$ cat config.mk
export PLATFORM = sky130hd
export DESIGN_NAME = dualcore_msg_sema
export DESIGN_NICKNAME = d
export VERILOG_FILES = /design/src/rtl/dms_pkg.sv /design/src/rtl/dms_addr_decode.sv /design/src/rtl/dms_sema_bank.sv /design/src/rtl/dms_mailbox.sv /design/src/rtl/dms_irq_merge.sv /design/src/rtl/dualcore_msg_sema.sv
export SDC_FILE = /design/constraint.sdc
export NUM_CORES = 1
export LEC_CHECK = 0
export BUFFER_PORTS_ARGS = -buffer_cell sky130_fd_sc_hd__clkbuf_2
export CORE_MARGIN = 4
export CORE_UTILIZATION = 57
export DETAILED_ROUTE_END_ITERATION = 8
export GPL_TIMING_DRIVEN = 0
export MAX_ROUTING_LAYER = met4
export PLACE_DENSITY = 0.77
export SLEW_MARGIN = 20
export SYNTH_ARGS = -nofsm -noshare
export SYNTH_HDL_FRONTEND = slang
export SYNTH_SLANG_ARGS = --single-unit
$ cat constraint.sdc
create_clock -name clk -period 2.04 [get_ports clk]
set_clock_uncertainty 0.15 [all_clocks]
set_input_delay 0.204 -clock clk [delete_from_list [all_inputs] [get_ports clk]]
set_output_delay 0.204 -clock clk [all_outputs]
set_load 0.03 [all_outputs]
$ cat src/rtl/dms_pkg.sv
package dms_pkg;
    localparam int BUS_W        = 32;
    localparam int MB_FULL_BIT  = 31;
    localparam int MB_EMPTY_BIT = 30;
    localparam int MB_TAG_BIT   = 29;
    localparam int MB_MSG_W     = 28;

    localparam int OFS_SEMA_STAT = 'h00;
    localparam int OFS_SEMA_SET  = 'h04;
    localparam int OFS_SEMA_CLR  = 'h08;
    localparam int OFS_INBOX     = 'h10;
    localparam int OFS_OUTBOX    = 'h20;

    typedef enum logic {
        MB_EMPTY = 1'b0,
        MB_FULL  = 1'b1
    } mb_state_e;

    typedef enum logic [2:0] {
        SEL_NONE,
        SEL_STAT,
        SEL_SET,
        SEL_CLR,
        SEL_INBOX,
        SEL_OUTBOX
    } reg_sel_e;
endpackage

$ cat src/rtl/dms_addr_decode.sv
module dms_addr_decode
    import dms_pkg::*;
#(
    parameter int ADDR_W = 6
) (
    input  logic [ADDR_W-1:0] addr,
    output reg_sel_e          sel
);
    always_comb begin
        if (addr == ADDR_W'(OFS_SEMA_STAT))     sel = SEL_STAT;
        else if (addr == ADDR_W'(OFS_SEMA_SET)) sel = SEL_SET;
        else if (addr == ADDR_W'(OFS_SEMA_CLR)) sel = SEL_CLR;
        else if (addr == ADDR_W'(OFS_INBOX))    sel = SEL_INBOX;
        else if (addr == ADDR_W'(OFS_OUTBOX))   sel = SEL_OUTBOX;
        else                                    sel = SEL_NONE;
    end
endmodule

$ cat src/rtl/dms_sema_bank.sv
module dms_sema_bank #(
    parameter int WIDTH = 32
) (
    input  logic             clk,
    input  logic             rst_n,
    input  logic             set_stb,
    input  logic             clr_stb,
    input  logic [WIDTH-1:0] mask,
    output logic [WIDTH-1:0] bits
);
    logic [WIDTH-1:0] sema_q;

    for (genvar b = 0; b < WIDTH; b++) begin : g_bit
        always_ff @(posedge clk or negedge rst_n) begin
            if (!rst_n)                      sema_q[b] <= 1'b0;
            else if (set_stb && mask[b])     sema_q[b] <= 1'b1;
            else if (clr_stb && mask[b])     sema_q[b] <= 1'b0;
        end
    end

    assign bits = sema_q;

    AST_SEMA_SET_TAKES: assert property (@(posedge clk) disable iff (!rst_n)
        set_stb |=> ((bits & $past(mask)) == $past(mask))) else $error("set lost");
    AST_SEMA_CLR_TAKES: assert property (@(posedge clk) disable iff (!rst_n)
        (clr_stb && !set_stb) |=> ((bits & $past(mask)) == '0)) else $error("clear lost");
    AST_SEMA_IDLE_HOLDS: assert property (@(posedge clk) disable iff (!rst_n)
        (!clr_stb && !set_stb) |=> $stable(bits)) else $error("sema drift");
endmodule

$ cat src/rtl/dms_mailbox.sv
module dms_mailbox
    import dms_pkg::*;
#(
    parameter bit SENDER_COP = 1'b1
) (
    input  logic                clk,
    input  logic                rst_n,
    input  logic                hit,
    input  logic                bus_we,
    input  logic                bus_re,
    input  logic                from_cop,
    input  logic                wr_full_en,
    input  logic                wr_empty_en,
    input  logic [MB_MSG_W-1:0] wr_msg,
    output logic [BUS_W-1:0]    word,
    output logic                full_en,
    output logic                empty_en,
    output logic                tag
);
    mb_state_e           state_q, state_d;
    logic                is_sender;
    logic                send, take;
    logic                full_en_q, empty_en_q;
    logic [MB_MSG_W-1:0] msg_q;

    assign is_sender = (from_cop == SENDER_COP);
    assign send      = hit && bus_we && is_sender;
    assign take      = hit && bus_re && !is_sender;

    always_ff @(posedge clk or negedge rst_n) begin
        if (!rst_n) state_q <= MB_EMPTY;
        else        state_q <= state_d;
    end

    always_comb begin
        state_d = state_q;
        unique case (state_q)
            MB_EMPTY: if (send)      state_d = MB_FULL;
            MB_FULL: begin
                if (send)            state_d = MB_FULL;
                else if (take)       state_d = MB_EMPTY;
            end
            default:                 state_d = MB_EMPTY;
        endcase
    end

    always_ff @(posedge clk or negedge rst_n) begin
        if (!rst_n) begin
            full_en_q  <= 1'b0;
            empty_en_q <= 1'b0;
            msg_q      <= '0;
        end else if (send) begin
            full_en_q  <= wr_full_en;
            empty_en_q <= wr_empty_en;
            msg_q      <= wr_msg;
        end
    end

    assign tag      = (state_q == MB_FULL);
    assign full_en  = full_en_q;
    assign empty_en = empty_en_q;
    assign word     = {full_en_q, empty_en_q, tag, 1'b0, msg_q};

    AST_SEND_SETS_TAG: assert property (@(posedge clk) disable iff (!rst_n)
        send |=> tag) else $error("send without tag");
    AST_TAKE_CLEARS_TAG: assert property (@(posedge clk) disable iff (!rst_n)
        take |=> !tag) else $error("take kept tag");
    AST_SENDER_READ_KEEPS: assert property (@(posedge clk) disable iff (!rst_n)
        (hit && bus_re && is_sender && !bus_we) |=> $stable(tag)) else $error("sender read moved tag");
    AST_RCV_WRITE_IGNORED: assert property (@(posedge clk) disable iff (!rst_n)
        (hit && bus_we && !is_sender) |=> ($stable(msg_q) && $stable(full_en_q) && $stable(empty_en_q)))
        else $error("receiver write landed");
endmodule

$ cat src/rtl/dms_irq_merge.sv
module dms_irq_merge #(
    parameter int NUM_SRC = 2
) (
    input  logic               clk,
    input  logic               rst_n,
    input  logic [NUM_SRC-1:0] cpu_cond,
    input  logic [NUM_SRC-1:0] cop_cond,
    output logic               irq_cpu,
    output logic               irq_cop
);
    logic cpu_q, cop_q;

    always_ff @(posedge clk or negedge rst_n) begin
        if (!rst_n) begin
            cpu_q <= 1'b0;
            cop_q <= 1'b0;
        end else begin
            cpu_q <= |cpu_cond;
            cop_q <= |cop_cond;
        end
    end

    assign irq_cpu = cpu_q;
    assign irq_cop = cop_q;
endmodule

$ cat src/rtl/dualcore_msg_sema.sv
module dualcore_msg_sema
    import dms_pkg::*;
#(
    parameter int ADDR_W = 6,
    parameter int SEMA_W = 32
) (
    input  logic              clk,
    input  logic              rst_n,
    input  logic [ADDR_W-1:0] bus_addr,
    input  logic              bus_we,
    input  logic              bus_re,
    input  logic              bus_from_cop,
    input  logic [31:0]       bus_wdata,
    output logic [31:0]       bus_rdata,
    output logic              irq_cpu,
    output logic              irq_cop
);
    localparam int              NUM_MB        = 2;
    localparam bit [NUM_MB-1:0] MB_SENDER_COP = 2'b01;

    reg_sel_e                      sel;
    logic [SEMA_W-1:0]             sema_bits;
    logic [NUM_MB-1:0]             mb_hit, mb_full_en, mb_empty_en, mb_tag;
    logic [NUM_MB-1:0][BUS_W-1:0]  mb_word;
    logic [NUM_MB-1:0]             cpu_cond, cop_cond;
    logic                          unused_wbits;

    assign unused_wbits = ^bus_wdata[MB_TAG_BIT -: 2];

    dms_addr_decode #(.ADDR_W(ADDR_W)) u_dec (
        .addr (bus_addr),
        .sel  (sel)
    );

    dms_sema_bank #(.WIDTH(SEMA_W)) u_sema (
        .clk     (clk),
        .rst_n   (rst_n),
        .set_stb (bus_we && (sel == SEL_SET)),
        .clr_stb (bus_we && (sel == SEL_CLR)),
        .mask    (bus_wdata[SEMA_W-1:0]),
        .bits    (sema_bits)
    );

    assign mb_hit[0] = (sel == SEL_INBOX);
    assign mb_hit[1] = (sel == SEL_OUTBOX);

    for (genvar g = 0; g < NUM_MB; g++) begin : g_mb
        dms_mailbox #(.SENDER_COP(MB_SENDER_COP[g])) u_mb (
            .clk         (clk),
            .rst_n       (rst_n),
            .hit         (mb_hit[g]),
            .bus_we      (bus_we),
            .bus_re      (bus_re),
            .from_cop    (bus_from_cop),
            .wr_full_en  (bus_wdata[MB_FULL_BIT]),
            .wr_empty_en (bus_wdata[MB_EMPTY_BIT]),
            .wr_msg      (bus_wdata[MB_MSG_W-1:0]),
            .word        (mb_word[g]),
            .full_en     (mb_full_en[g]),
            .empty_en    (mb_empty_en[g]),
            .tag         (mb_tag[g])
        );
        if (MB_SENDER_COP[g]) begin : g_to_cpu
            assign cpu_cond[g] = mb_full_en[g] & mb_tag[g];
            assign cop_cond[g] = mb_empty_en[g] & ~mb_tag[g];
        end else begin : g_to_cop
            assign cop_cond[g] = mb_full_en[g] & mb_tag[g];
            assign cpu_cond[g] = mb_empty_en[g] & ~mb_tag[g];
        end
    end

    dms_irq_merge #(.NUM_SRC(NUM_MB)) u_irq (
        .clk      (clk),
        .rst_n    (rst_n),
        .cpu_cond (cpu_cond),
        .cop_cond (cop_cond),
        .irq_cpu  (irq_cpu),
        .irq_cop  (irq_cop)
    );

    always_comb begin
        unique case (sel)
            SEL_STAT:   bus_rdata = BUS_W'(sema_bits);
            SEL_INBOX:  bus_rdata = mb_word[0];
            SEL_OUTBOX: bus_rdata = mb_word[1];
            default:    bus_rdata = '0;
        endcase
    end

    AST_CPU_IRQ_NEEDS_ENABLE: assert property (@(posedge clk) disable iff (!rst_n)
        (!mb_full_en[0] && !mb_empty_en[1]) |=> !irq_cpu) else $error("cpu irq unenabled");
    AST_COP_IRQ_NEEDS_ENABLE: assert property (@(posedge clk) disable iff (!rst_n)
        (!mb_full_en[1] && !mb_empty_en[0]) |=> !irq_cop) else $error("cop irq unenabled");
    AST_RSVD_READS_ZERO: assert property (@(posedge clk) disable iff (!rst_n)
        (sel == SEL_NONE || sel == SEL_SET || sel == SEL_CLR) |-> (bus_rdata == '0))
        else $error("reserved read nonzero");
endmodule

* Word level (Yosys, flattened, before mapping) *
Cells that the tools add are included.
W data, S select, Z words.

cells by class
  multiplexer cells = 78
  equal/unequal tests = 9
  bitwise gates (word level) = 7
  reductions and logical operators = 110

operator list
  kind                  number
  $pmux W32 S3          1
  $logic_and A1 B1 Y1   74
  $mux W1               70
  $reduce_bool A2 Y1    32
  $mux W3               5
  $eq A3 B2 Y1 const B  2
  $eq A3 B3 Y1 const B  2
  $eq A6 B3 Y1 const B  1
  $eq A6 B4 Y1 const B  1
  $eq A6 B5 Y1 const B  1
  $eq A6 B6 Y1 const B  1
  $logic_not A6 Y1      1
  $and A1 B1 Y1         4
  $pmux W1 S2           2
  $reduce_or A2 Y1      2
  $eq A3 B1 Y1 const B  1
  $not A1 Y1            3
  $logic_not A1 Y1      1

word-level totals
  output and inout port bits = 34
  bits in registers = 96

* Logic depth before layout (Yosys ltp) *
  depth after elaboration = 12
  gate-level depth with buffers = 6

* Hierarchy *
From an unflattened synthesis, not the netlist that was laid out.

second synthesis, totals
  cells, all modules = 384
  area total of the unflattened synthesis = 5121.2 sq um

by module, submodules not included
  module                      seq. area each (sq um)  cells each  instances  area each (sq um)
  dms_mailbox (g_mb[1].u_mb)  775.7                   73          1          1331.3
  dms_mailbox (g_mb[0].u_mb)  775.7                   73          1          1325.0
  dms_sema_bank               800.8                   102         1          1249.9
  dualcore_msg_sema           0.0                     125         1          1104.8
  dms_irq_merge               50.0                    4           1          62.6
  dms_addr_decode             0.0                     7           1          47.5

* Worst setup path after synthesis *
No wires, ideal clock.

  path type = input to output
  start point = input port bus_addr[1]
  end point = output port bus_rdata[28]
  stages = 4
  arrival = 1.767 ns
  slack = -0.081 ns
  cells stage by stage = or2_2 or4_1 clkbuf_1 nor3b_1

between the ends
  longest elaborated chain between the ends = 8
  elaborated cells between the ends (all ways) = 14
  those cells by class = eq/ne: 7; mux: 6; reduce/logical: 1

ends and longest elaborated chain
  item                                          RTL line                 source
  start: declaration                            dualcore_msg_sema.sv:9   input logic [ADDR_W-1:0] bus_addr,
  $eq A6 B6 Y1                                  dms_addr_decode.sv:14    else if (addr == ADDR_W'(OFS_OUTBOX)) sel = SEL_OUTBOX;
  $mux W3                                       dms_addr_decode.sv:14
  $mux W3                                       dms_addr_decode.sv:13    else if (addr == ADDR_W'(OFS_INBOX)) sel = SEL_INBOX;
  $mux W3                                       dms_addr_decode.sv:12    else if (addr == ADDR_W'(OFS_SEMA_CLR)) sel = SEL_CLR;
  $mux W3                                       dms_addr_decode.sv:11    else if (addr == ADDR_W'(OFS_SEMA_SET)) sel = SEL_SET;
  $mux W3 *                                     dms_addr_decode.sv:10    if (addr == ADDR_W'(OFS_SEMA_STAT)) sel = SEL_STAT;
  $eq A3 B3 Y1 or $eq A3 B1 Y1 (tied branches)  dualcore_msg_sema.sv:82  unique case (sel)
  $pmux W32 S3 *                                dualcore_msg_sema.sv:82
  end: declaration                              dualcore_msg_sema.sv:14  output logic [31:0] bus_rdata,

Every way passes the cells marked *; elsewhere a longest branch is shown, timed or not.

* Final worst setup path *
  start point = input port bus_addr[3]
  end point = output port bus_rdata[12]

Same word-level chain as after synthesis.

==> run metrics <==
placement row count=33; Slew headroom=0.579; grt total ovfl=0; Setup Buffers After CTS=0; Cells after Synth=378; Hold Path Stages=4; Post-Syn Nets=421; Die H=99.9 um; Clock Pin Slew Worst Setup and Hold Paths=100 ps; Final Max Slew Viols=0; antenna violations before repair=0; Required @ worst endpoint=1690 ps; r2r endpoint=g_mb[0].u_mb.tag; Initial DRC Count=195; vias per cell=6.15; VDD IR max=0.000436 V; power share of the clock group=0.311; CTS tree=done; # H-tree levels=3; Worst Path Max Fanout=10; Routability Congestion=0.841; hold slack=54.6 ps; CP endpoint kind=primary output; clock latency on the worst-skew pair=360 ps; Mapped Area=4820 sq um; Setup Viol. Count Final=7; final hold violation count=0; Switching Fraction=0.273; total die area=9990 sq um; Pleak=2.93 nW; top cell type's share of synthesized area=0.499; reg-to-reg slack, setup=1030 ps; Pint=3.23 mW; Final Net Count=541; post-synthesis cell type count=28; synthesis-to-finish area growth=28.2%; Fill cells=519; Tmin final=2050 ps; First-pass DRT Iterations=4; Root Buffer=clkbuf_8; most frequent cell after synthesis=dfrtp_1; CTS Buf Count=9; status=complete, but fails checks; Die Wd=99.9 um; fmax=487 MHz; total core area=8220 sq um; Synth area leader=dfrtp_1; failing checks=setup timing; Worst Hold Class=in -> reg; Pwr per Cell Area=718 nW/um^2; max-cap check violation count=0; critical path class=in -> out; EDFF count, synth=0; r2r startpoint=g_mb[0].u_mb.tag; vias in the first global route=4023; Placed Area=5390 sq um; synth top area cells=dfrtp_1 (50%), mux2_4 (9.0%), mux2_2 (7.5%); part of the power in registers=0.519; combinational cell fraction of total power=0.170; Initial Util=0.586; routed via count=3738; Post-DRT Antenna Nets=0; R2R cell count=1; clock buffer depth=2; pin slew with the least headroom to its limit=631 ps; proportion of layout cells with a drive suffix above 1=0.380; mean area per synthesized cell=12.7 sq um; Hold Path Sink=g_mb[1].u_mb.tag; DP HPWL=8.16 mm; RSZ-0062 raised after global routing=yes; Post-synth top flop=dfrtp_1; port bufs=75; first-pass GRT wire length=20.7 mm; pin count of the biggest net entering global routing=54; CP arrival=1700 ps; final worst slack=-14.2 ps; register area share after synthesis=0.499; IO Pins=77; drt total wl=12.4 mm; period utilization=1.01; Switch Pwr=1.21 mW; #FFs+latches synth=96; routed len/inst=20.4 um; GR Util All Layers=0.272; n_diodes=0; origin of the worst setup path=bus_addr[3]; Startpoint Class=input pin; Sink Count=96; yosys warns=0; Hold Startpoint=bus_from_cop; Async SR Flop Fraction=1.00; DRC viols=0; commonest cells in the netlist=dfrtp_1 (96), a31oi_1 (32), a41oi_1 (32), and2_1 (32), mux2_2 (32); Final Cell Area=6170 sq um
==> worst max-delay path, stage by stage <==
cell,delay [ps]
clkbuf_2,130
or4_4,610
nor2_4,210
clkbuf_8,220
o2bb2ai_1,120
clkbuf_4,200
==> registers in the layout (all words and copies together) (netlist names) <==
signal,cells
g_mb.u_mb.full_en,2
u_irq.irq_cpu,1
g_mb.u_mb.empty_en,2
u_sema.bits,32
g_mb.u_mb.msg_q,56
g_mb.u_mb.tag,2
u_irq.irq_cop,1
==> what timing repair did <==
item	4_1_cts	5_1_grt
hold endpoints to repair	171	0
pin swaps	0	0
setup endpoints to repair	38	52
gates resized for setup	41	76
hold buffers	34	0
==> power by group through the flow <==
stage | clock [mW] | sequential [mW] | combinational, mW
after floorplan | 0 | 2.29 | 0.461
after global placement | 0 | 2.31 | 0.645
after detailed placement | 0 | 2.33 | 0.684
after CTS | 1.39 | 2.30 | 0.747
after global routing | 1.46 | 2.33 | 0.839
final | 1.38 | 2.30 | 0.753
==> cells in the final DEF (no fill, tap or decap), types with 12 or more instances in the layout <==
cell | netlist | layout
clkbuf_1 | 28 | 18
buf_4 | 0 | 23
a31oi_1 | 32 | 32
o2bb2ai_1 | 31 | 19
and2_1 | 32 | 32
clkbuf_2 | 0 | 45
a41oi_1 | 32 | 32
o2bb2ai_2 | 0 | 12
dfrtp_1 | 96 | 96
dlygate4sd3_1 | 0 | 34
clkbuf_8 | 0 | 17
mux2_2 | 32 | 32
mux2_4 | 29 | 29
mux2i_1 | 31 | 31
==> area by class of cell <==
class / count / area [sq um] / share of cell area
tap: 105 / 131 / 0.0213
buffer: 36 / 260 / 0.0421
multi-input combinational: 242 / 2310 / 0.374
sequential: 96 / 2400 / 0.389
clock inverter: 7 / 95.1 / 0.0154
timing repair buffer: 110 / 841 / 0.136
inverter: 3 / 11.3 / 0.00182
clock buffer: 9 / 124 / 0.0201
==> how the worst max path moves through the flow <==
stage                             endpoint  cells after the start  slack [ps]
finish                       bus_rdata[12]                      6         -10
global route                 bus_rdata[11]                      6         -70
CTS                           bus_rdata[6]                      6         -20
detailed placement           bus_rdata[29]                      6        -440
global placement    g_mb[0].u_mb.msg_q[10]                      1        -600
floorplan            g_mb[1].u_mb.empty_en                      5         -70
==> routing by layer <==
metal  GRT usage  vias up  share of wire
met3      0.0375       18          0.051
met4      0.0903        0          0.017
li1            -     1691              -
met5           -        -              0
met1       0.366     1918           0.43
met2       0.430      111           0.50
==> kinds of logic (layout without fill, tap and decap cells) <==
kind of cell,Yosys count,count (layout),share of synthesized area
buffers and inverters,40,165,0.0436
XOR/XNOR,1,1,0.00182
flip-flops,96,96,0.499
AND/OR/NAND/NOR,49,49,0.0636
AO/OA/AOI/OAI,100,100,0.163
multiplexers,92,92,0.230
==> through the flow <==
stage | setup TNS [ps] | total power, mW | std cells | setup slack, ps | utilization
floorplan | -3800 | 2.75 | 378 | -72.0 | -
global placement | -98410 | 2.96 | 558 | -599 | 0.651
detailed placement | -38600 | 3.01 | 559 | -443 | 0.655
CTS | -82.4 | 4.43 | 608 | -18.0 | 0.740
global route | -1160 | 4.63 | 608 | -69.1 | 0.751
finish | -62.7 | 4.44 | 608 | -14.2 | 0.751
Power figures use the tool's default switching activity.
